**src/rtl/spi_ctl_pkg.sv**
```systemverilog
package spi_ctl_pkg;
  localparam int unsigned WORD_W = 16;
  localparam int unsigned OFF_W  = 7;
  localparam int unsigned CNT_W  = 8;

  // Control word: read-only flag, start offset, word count
  typedef struct packed {
    logic             rd;
    logic [OFF_W-1:0] off;
    logic [CNT_W-1:0] cnt;
  } ctl_word_t;
endpackage

```
**src/rtl/spi_sync.sv**
```systemverilog
module spi_sync #(
  parameter int unsigned   W       = 1,
  parameter logic [W-1:0]  RST_VAL = '0
) (
  input  logic         clk,
  input  logic         rst_n,
  input  logic [W-1:0] d,
  output logic [W-1:0] q
);
  logic [W-1:0] meta;

  always_ff @(posedge clk or negedge rst_n) begin
    if (!rst_n) begin
      meta <= RST_VAL;
      q    <= RST_VAL;
    end else begin
      meta <= d;
      q    <= meta;
    end
  end
endmodule

```
**src/rtl/spi_frame.sv**
```systemverilog
module spi_frame #(
  parameter int unsigned W = 16
) (
  input  logic         clk,
  input  logic         rst_n,
  input  logic         clr,
  input  logic         sclk_s,
  input  logic         mosi_s,
  input  logic         load,
  input  logic [W-1:0] load_word,
  output logic         done,
  output logic [W-1:0] rx_word,
  output logic         miso_bit
);
  localparam int unsigned    CW   = $clog2(W);
  localparam logic [CW-1:0]  LAST = CW'(W - 1);

  logic          sclk_d;
  logic          rise, fall;
  logic [CW-1:0] bitcnt;
  logic [W-1:0]  rx_sh, tx_sh;

  assign rise = sclk_s & ~sclk_d;
  assign fall = ~sclk_s & sclk_d;

  always_ff @(posedge clk or negedge rst_n) begin
    if (!rst_n) begin
      sclk_d   <= 1'b0;
      done     <= 1'b0;
      bitcnt   <= '0;
      rx_sh    <= '0;
      rx_word  <= '0;
      tx_sh    <= '0;
      miso_bit <= 1'b0;
    end else begin
      sclk_d <= sclk_s;
      done   <= 1'b0;
      if (clr) begin
        bitcnt <= '0;
      end else if (fall) begin
        rx_sh <= {rx_sh[W-2:0], mosi_s};
        if (bitcnt == LAST) begin
          bitcnt  <= '0;
          done    <= 1'b1;
          rx_word <= {rx_sh[W-2:0], mosi_s};
        end else begin
          bitcnt <= bitcnt + 1'b1;
        end
      end
      if (load) begin
        tx_sh <= load_word;
      end else if (rise) begin
        miso_bit <= tx_sh[W-1];
        tx_sh    <= {tx_sh[W-2:0], 1'b0};
      end
    end
  end

  // an idle or re-armed channel restarts at bit 0
  p_clr_restart_r9: assert property (@(posedge clk) disable iff (!rst_n)
    clr |=> (bitcnt == '0));

  // a frame completes at most once per falling edge
  p_done_single_r1: assert property (@(posedge clk) disable iff (!rst_n)
    done |=> !done);
endmodule

```
**src/rtl/spi_regfile.sv**
```systemverilog
module spi_regfile #(
  parameter int unsigned NREG = 16,
  parameter int unsigned W    = 16,
  parameter int unsigned AW   = 4
) (
  input  logic          clk,
  input  logic          rst_n,
  input  logic          clr,
  input  logic          we,
  input  logic [AW-1:0] waddr,
  input  logic [W-1:0]  wdata,
  input  logic [AW-1:0] raddr,
  output logic [W-1:0]  rdata
);
  logic [W-1:0] mem [NREG];

  for (genvar g = 0; g < NREG; g++) begin : g_reg
    always_ff @(posedge clk or negedge rst_n) begin
      if (!rst_n)                             mem[g] <= '0;
      else if (clr)                           mem[g] <= '0;
      else if (we && waddr == AW'(g))         mem[g] <= wdata;
    end
  end

  assign rdata = mem[raddr];

  // after a peripheral reset every register reads zero
  p_clear_r8: assert property (@(posedge clk) disable iff (!rst_n)
    clr |=> (rdata == '0));
endmodule

```
**src/rtl/spi_ctl_slave.sv**
```systemverilog
module spi_ctl_slave
  import spi_ctl_pkg::*;
#(
  parameter int unsigned       NREG    = 16,
  parameter logic [WORD_W-1:0] ID_WORD = 16'h5A3C
) (
  input  logic              clk,
  input  logic              rst_n,
  input  logic              io_rst,
  input  logic              ctl_arm,
  input  logic              sclk,
  input  logic              mosi,
  input  logic              cs_n,
  output logic              miso,
  output logic              wr_valid,
  output logic [OFF_W-1:0]  wr_addr,
  output logic [WORD_W-1:0] wr_data
);
  localparam int unsigned REG_AW = (NREG > 1) ? $clog2(NREG) : 1;

  logic [4:0] raw_in, sync_q;
  logic       io_s, arm_s, cs_s, mosi_s, sclk_s;
  logic       io_d, arm_d, cs_d;
  logic       io_rise, arm_rise, cs_fall;

  assign raw_in = {io_rst, ctl_arm, cs_n, mosi, sclk};
  assign {io_s, arm_s, cs_s, mosi_s, sclk_s} = sync_q;

  spi_sync #(.W(5), .RST_VAL(5'b00100)) u_sync (
    .clk(clk), .rst_n(rst_n), .d(raw_in), .q(sync_q)
  );

  always_ff @(posedge clk or negedge rst_n) begin
    if (!rst_n) begin
      io_d  <= 1'b0;
      arm_d <= 1'b0;
      cs_d  <= 1'b1;
    end else begin
      io_d  <= io_s;
      arm_d <= arm_s;
      cs_d  <= cs_s;
    end
  end

  assign io_rise  = io_s & ~io_d;
  assign arm_rise = arm_s & ~arm_d;
  assign cs_fall  = cs_d & ~cs_s;

  logic               done, load_q, frm_clr, miso_bit;
  logic [WORD_W-1:0]  rx_word, rdata, load_word;
  ctl_word_t          ctl, rx_ctl;
  logic               armed;
  logic [OFF_W-1:0]   ptr;
  logic [CNT_W-1:0]   idx, idx_nxt;
  logic               reg_we;

  assign rx_ctl    = ctl_word_t'(rx_word);
  assign idx_nxt   = idx + 1'b1;
  assign frm_clr   = cs_s | arm_rise | io_rise;
  assign load_word = armed ? ID_WORD : rdata;
  assign reg_we    = done & ~armed & ~ctl.rd & ~io_rise;

  spi_frame #(.W(WORD_W)) u_frame (
    .clk(clk), .rst_n(rst_n), .clr(frm_clr), .sclk_s(sclk_s), .mosi_s(mosi_s),
    .load(load_q), .load_word(load_word), .done(done), .rx_word(rx_word),
    .miso_bit(miso_bit)
  );

  spi_regfile #(.NREG(NREG), .W(WORD_W), .AW(REG_AW)) u_regs (
    .clk(clk), .rst_n(rst_n), .clr(io_rise), .we(reg_we),
    .waddr(ptr[REG_AW-1:0]), .wdata(rx_word),
    .raddr(ptr[REG_AW-1:0]), .rdata(rdata)
  );

  // Control and sequencing state; a count of 0 wraps after 256 frames
  always_ff @(posedge clk or negedge rst_n) begin
    if (!rst_n) begin
      armed    <= 1'b1;
      ctl      <= '0;
      ptr      <= '0;
      idx      <= '0;
      load_q   <= 1'b0;
      wr_valid <= 1'b0;
      wr_addr  <= '0;
      wr_data  <= '0;
    end else begin
      wr_valid <= 1'b0;
      load_q   <= cs_fall | arm_rise | io_rise | done;
      if (io_rise) begin
        armed <= 1'b1;
        ctl   <= '0;
        ptr   <= '0;
        idx   <= '0;
      end else begin
        if (done) begin
          if (armed) begin
            armed <= 1'b0;
            ctl   <= rx_ctl;
            ptr   <= rx_ctl.off;
            idx   <= '0;
          end else begin
            if (!ctl.rd) begin
              wr_valid <= 1'b1;
              wr_addr  <= ptr;
              wr_data  <= rx_word;
            end
            if (idx_nxt == ctl.cnt) begin
              ptr <= ctl.off;
              idx <= '0;
            end else begin
              ptr <= ptr + 1'b1;
              idx <= idx_nxt;
            end
          end
        end
        if (arm_rise) armed <= 1'b1;
      end
    end
  end

  assign miso = cs_s ? 1'b0 : miso_bit;

  // no store is reported under a read-only control word
  p_ro_nowrite_r4: assert property (@(posedge clk) disable iff (!rst_n)
    wr_valid |-> !ctl.rd);

  // each store strobe lasts exactly one cycle
  p_wr_single_r5: assert property (@(posedge clk) disable iff (!rst_n)
    wr_valid |=> !wr_valid);

  // frame position stays inside the programmed count
  p_idx_range_r6: assert property (@(posedge clk) disable iff (!rst_n)
    (ctl.cnt != '0) |-> (idx < ctl.cnt));

  // the last frame of the count sends the address back to the offset
  p_wrap_r6: assert property (@(posedge clk) disable iff (!rst_n)
    (done && !armed && !io_rise && idx_nxt == ctl.cnt) |=> (ptr == $past(ctl.off)));

  // a captured control word leaves the slave disarmed
  p_capture_r2: assert property (@(posedge clk) disable iff (!rst_n)
    (done && armed && !arm_rise && !io_rise) |=> !armed);
endmodule

```
**config.mk**
```make
export PLATFORM = sky130hd
export DESIGN_NAME = spi_ctl_slave
export DESIGN_NICKNAME = d
export VERILOG_FILES = /design/src/rtl/spi_ctl_pkg.sv /design/src/rtl/spi_sync.sv /design/src/rtl/spi_frame.sv /design/src/rtl/spi_regfile.sv /design/src/rtl/spi_ctl_slave.sv
export SDC_FILE = /design/constraint.sdc
export NUM_CORES = 1
export LEC_CHECK = 0
export BUFFER_PORTS_ARGS = -buffer_cell sky130_fd_sc_hd__buf_4
export CORE_MARGIN = 3
export CORE_UTILIZATION = 57
export DETAILED_ROUTE_END_ITERATION = 8
export GPL_TIMING_DRIVEN = 0
export MAX_ROUTING_LAYER = met4
export PLACE_DENSITY_LB_ADDON = 0.1
export SLEW_MARGIN = 20
export SYNTH_ARGS = -nofsm -noshare
export SYNTH_HDL_FRONTEND = slang
export SYNTH_SLANG_ARGS = --single-unit
```
**constraint.sdc**
```tcl
create_clock -name clk -period 2.3 [get_ports clk]
set_clock_uncertainty 0.2 [all_clocks]
set_input_delay 0.23 -clock clk [delete_from_list [all_inputs] [get_ports clk]]
set_output_delay 0.23 -clock clk [all_outputs]
set_load 0.005 [all_outputs]
```
==> results by group <==
Synthesis
  • Share of the synthesized area in the top cell type: 53.10%
  • Net count after synthesis: 1,615
  • Post-synthesis sequential area ratio: 53.70%
  • Synth top cells by count: dfrtp_1, nand2_1, a21oi_1, mux2i_1, nor2_1
  • Synth Register Bits: 380
  • EDFF count, synth: 0
  • Post-synth top flop: dfrtp_1
  • Mapped Cells: 1,602
  • Unique masters post-synth: 46
  • Mapped Area: 0.01772 sq mm
  • Ys Warns: 0
  • Count leader, synth: dfrtp_1
  • Synth area leaders: dfrtp_1, mux4_2, mux2i_1
  • Ys async rst share: 100.0%
  • Yosys top cell by area: dfrtp_1
  • Syn Area/Cell: between 10 and 15 sq um

Pwr
  • Leak: 10.05 nW
  • Worst vdd ir: around 0.53 mV
  • Power density cells: around 650 mW/mm^2
  • Total chip power: 0.01378 W

Worst setup path
  • CP Launch Type: flip-flop
  • Setup crit end kind: flip-flop
  • CP max FO: 7
  • Worst path max stage delay: 0.52 ns
  • Crit-path slowest cell: mux4_2
  • Most frequent CP cell: mux4_2
  • Req. time, crit path: 2.49 ns
  • Critical path type: reg -> reg
  • Worst-path cell chain: buf_8 > buf_12 > buf_4 > mux4_2 > mux4_2 > o21ai_1 > o21ai_0
  • Critical Path AT: 2.69 ns

Die
  • Die ar.: 0.03324 sq mm
  • Core ar.: roughly 0.03 sq mm
  • Initial Util: 58.84%
  • Chip Height: ~180 um
  • Num ports: 32
  • Site Rows: 63
  • Die Wd: 182.3 um

Status
  • Outcome: finished, violations left
  • Failing checks: negative setup slack

Timing
  • Min cycle time layout: between 2 and 3 ns
  • Slew Viols, Final: 0
  • Final hold vios: 0
  • Worst slew pin tran: 0.8550 ns
  • Slew margin rel.: a little over two fifths
  • Final setup vio count: 26
  • Worst Slack Setup Final: -0.2051 ns
  • Fin crit share: 108.9%
  • Fmax: 399.2 MHz
  • RSZ-0062 raised after global routing: true

Clock network
  • CTS H-tree lvls: 2
  • Root Driver: clkbuf_16
  • Clock Path Buffers: 3
  • # clock sinks: 380
  • CTS Buf Count: 41
  • Clk_lat worst skew: 0.53 ns
  • TritonCTS clock tree: done
  • Clk slew on worst S/H paths: 0.06 ns

Detailed routing
  • Initial DRC count: roughly 1.3k
  • Drt pass-1 iters: 5
  • Routed WL per cell: between 20 and 25 um
  • Vias after detailed routing: approximately 13k
  • Drt via density: 6.211
  • DR DRC count: 0
  • Final ANT Viol Nets: 0
  • Drt total wl: between 50,000 and 60,000 um

Cells and area
  • Share of layout cells above drive strength 1: between 20% and 30%
  • Diodes inserted: 0
  • Fin nets: 1,730
  • Fin util: 69.98%
  • Layout area overhead: 18.93%
  • Fillers: roughly 2.2k

Job
  • Max-Cap Viols: 0

Placed design
  • # port buffers: 31
  • GPL Wtd Cong: 0.9233
  • Post-detail-place hpwl: 32,920 um

Worst hold path
  • Hold crit path type: in -> async

GRT
  • Antenna violations before repair: 0
  • Overall Global Routing Usage: 31.36%
  • GR Overflow Total: 0
  • Vias in the first global route: around 13k
  • First-pass GRT wire length: 77,710 um
  • Largest net degree at the start of global routing: 99
==> routing by layer <==
| layer | share of wire, % | vias up | wire, um | global-route usage, % |
|---|---|---|---|---|
| met5 | 0 | - | 0 | - |
| met4 | 4.5 | 0 | 2264 | 12.34 |
| met3 | 7.9 | 135 | 4004 | 4.764 |
| met2 | 47 | 605 | 23550 | 47.60 |
| met1 | 41 | 6781 | 20650 | 43.30 |
| li1 | - | 5759 | - | - |
==> area by class of cell <==
type / count / area [sq um] / share of cell area, %
buffer: 134 / 929.6 / 4.412
clock buffer: 66 / 1222 / 5.801
clock inverter: 8 / 93.84 / 0.4453
inverter: 7 / 30.03 / 0.1425
multi-input combinational: 1066 / 7928 / 37.62
sequential: 380 / 9517 / 45.16
tap: 390 / 488.0 / 2.316
timing repair buffer: 87 / 864.6 / 4.103
==> through the flow <==
step	worst slack [ns]	setup TNS, ns	hold WS [ns]	std cells	instance area (sq um)
3_3_place_gp	-3.232	-1237.08	0.1329	2023	18480
2_1_floorplan	0.0003475	0	-0.2656	1602	17760
4_1_cts	-0.1955	-2.885	0.05915	2118	20680
3_5_place_dp	-0.8782	-148.47	-0.05338	2027	18600
5_1_grt	-0.2758	-9.963	0.07204	2138	21070
6_report	-0.2051	-3.185	0.06526	2138	21070
==> path summary, 6_finish.rpt <==
check                               start                to  slack (ns)  depth (start not counted)
max in group asynchronous           rst_n    u_regs.mem[56]        0.61                          5
min in group clk                   io_rst    u_sync.meta[4]        0.15                          2
setup / recovery                   ptr[0]  u_frame.tx_sh[4]       -0.21                          7
hold / removal                      rst_n             armed        0.07                          2
setup reg to reg                   ptr[0]  u_frame.tx_sh[4]       -0.21                          7
hold reg to reg            u_sync.meta[4]       u_sync.q[4]        0.15                          0
==> kinds of logic (layout without fill, tap and decap cells) <==
| logic type | Yosys count | after routing | share of synthesized area [%] |
|---|---|---|---|
| buf+inv | 156 | 302 | 3.778 |
| compound gates | 217 | 217 | 6.737 |
| flops | 380 | 380 | 53.70 |
| simple gates | 549 | 549 | 12.83 |
| xor+xnor | 16 | 16 | 0.7909 |
| mux | 278 | 278 | 21.74 |
| fa+ha+maj | 6 | 6 | 0.4237 |
==> sequential cells by signal (all words and copies together), names as in the netlist, 8 cells and up <==
name and cells:
u_regs.mem 256, ctl 16, u_frame.rx_word 16, u_frame.tx_sh 16
wr_data 16, u_frame.rx_sh 15, idx 8
==> critical path: cells and delay by family (launching register included) <==
family                 cells  cell delay, ns
AOI/OAI and AO/OA          2            0.34
buffers and inverters      3            0.41
DFF                        1            0.39
muxes                      2            1.02
==> report_power, final <==
group | switching, W | total, W | internal, W
combinational | 0.000323 | 0.000448 | 0.000124
clock | 0.00265 | 0.00651 | 0.00386
sequential | 0.0000614 | 0.00683 | 0.00677
total | 0.00303 | 0.0138 | 0.0107
==> layout by cell type, fill, tap and decap left out, types with 11 or more instances in the layout <==
| cell | synthesis | final |
|---|---|---|
| a21oi_1 | 155 | 153 |
| buf_12 | 0 | 16 |
| buf_4 | 5 | 71 |
| buf_6 | 5 | 15 |
| clkbuf_1 | 113 | 85 |
| clkbuf_16 | 0 | 43 |
| clkbuf_2 | 0 | 13 |
| clkbuf_8 | 0 | 11 |
| dfrtp_1 | 376 | 374 |
| mux2_2 | 46 | 46 |
| mux2i_1 | 143 | 143 |
| mux4_2 | 80 | 80 |
| nand2_1 | 322 | 320 |
| nand3_1 | 28 | 13 |
| nand3_4 | 0 | 15 |
| nor2_1 | 142 | 139 |
| o21ai_0 | 14 | 12 |
| o21ai_1 | 23 | 23 |
==> timing repair <==
action,CTS,global route
gates resized for setup,152,67
endpoints found under the setup margin,333,241
gates cloned,0,0
hold buffers,8,0
endpoints found under the hold margin,109,0
pin swaps,19,13
buffers inserted,21,23
Power figures use the tool's default switching activity.
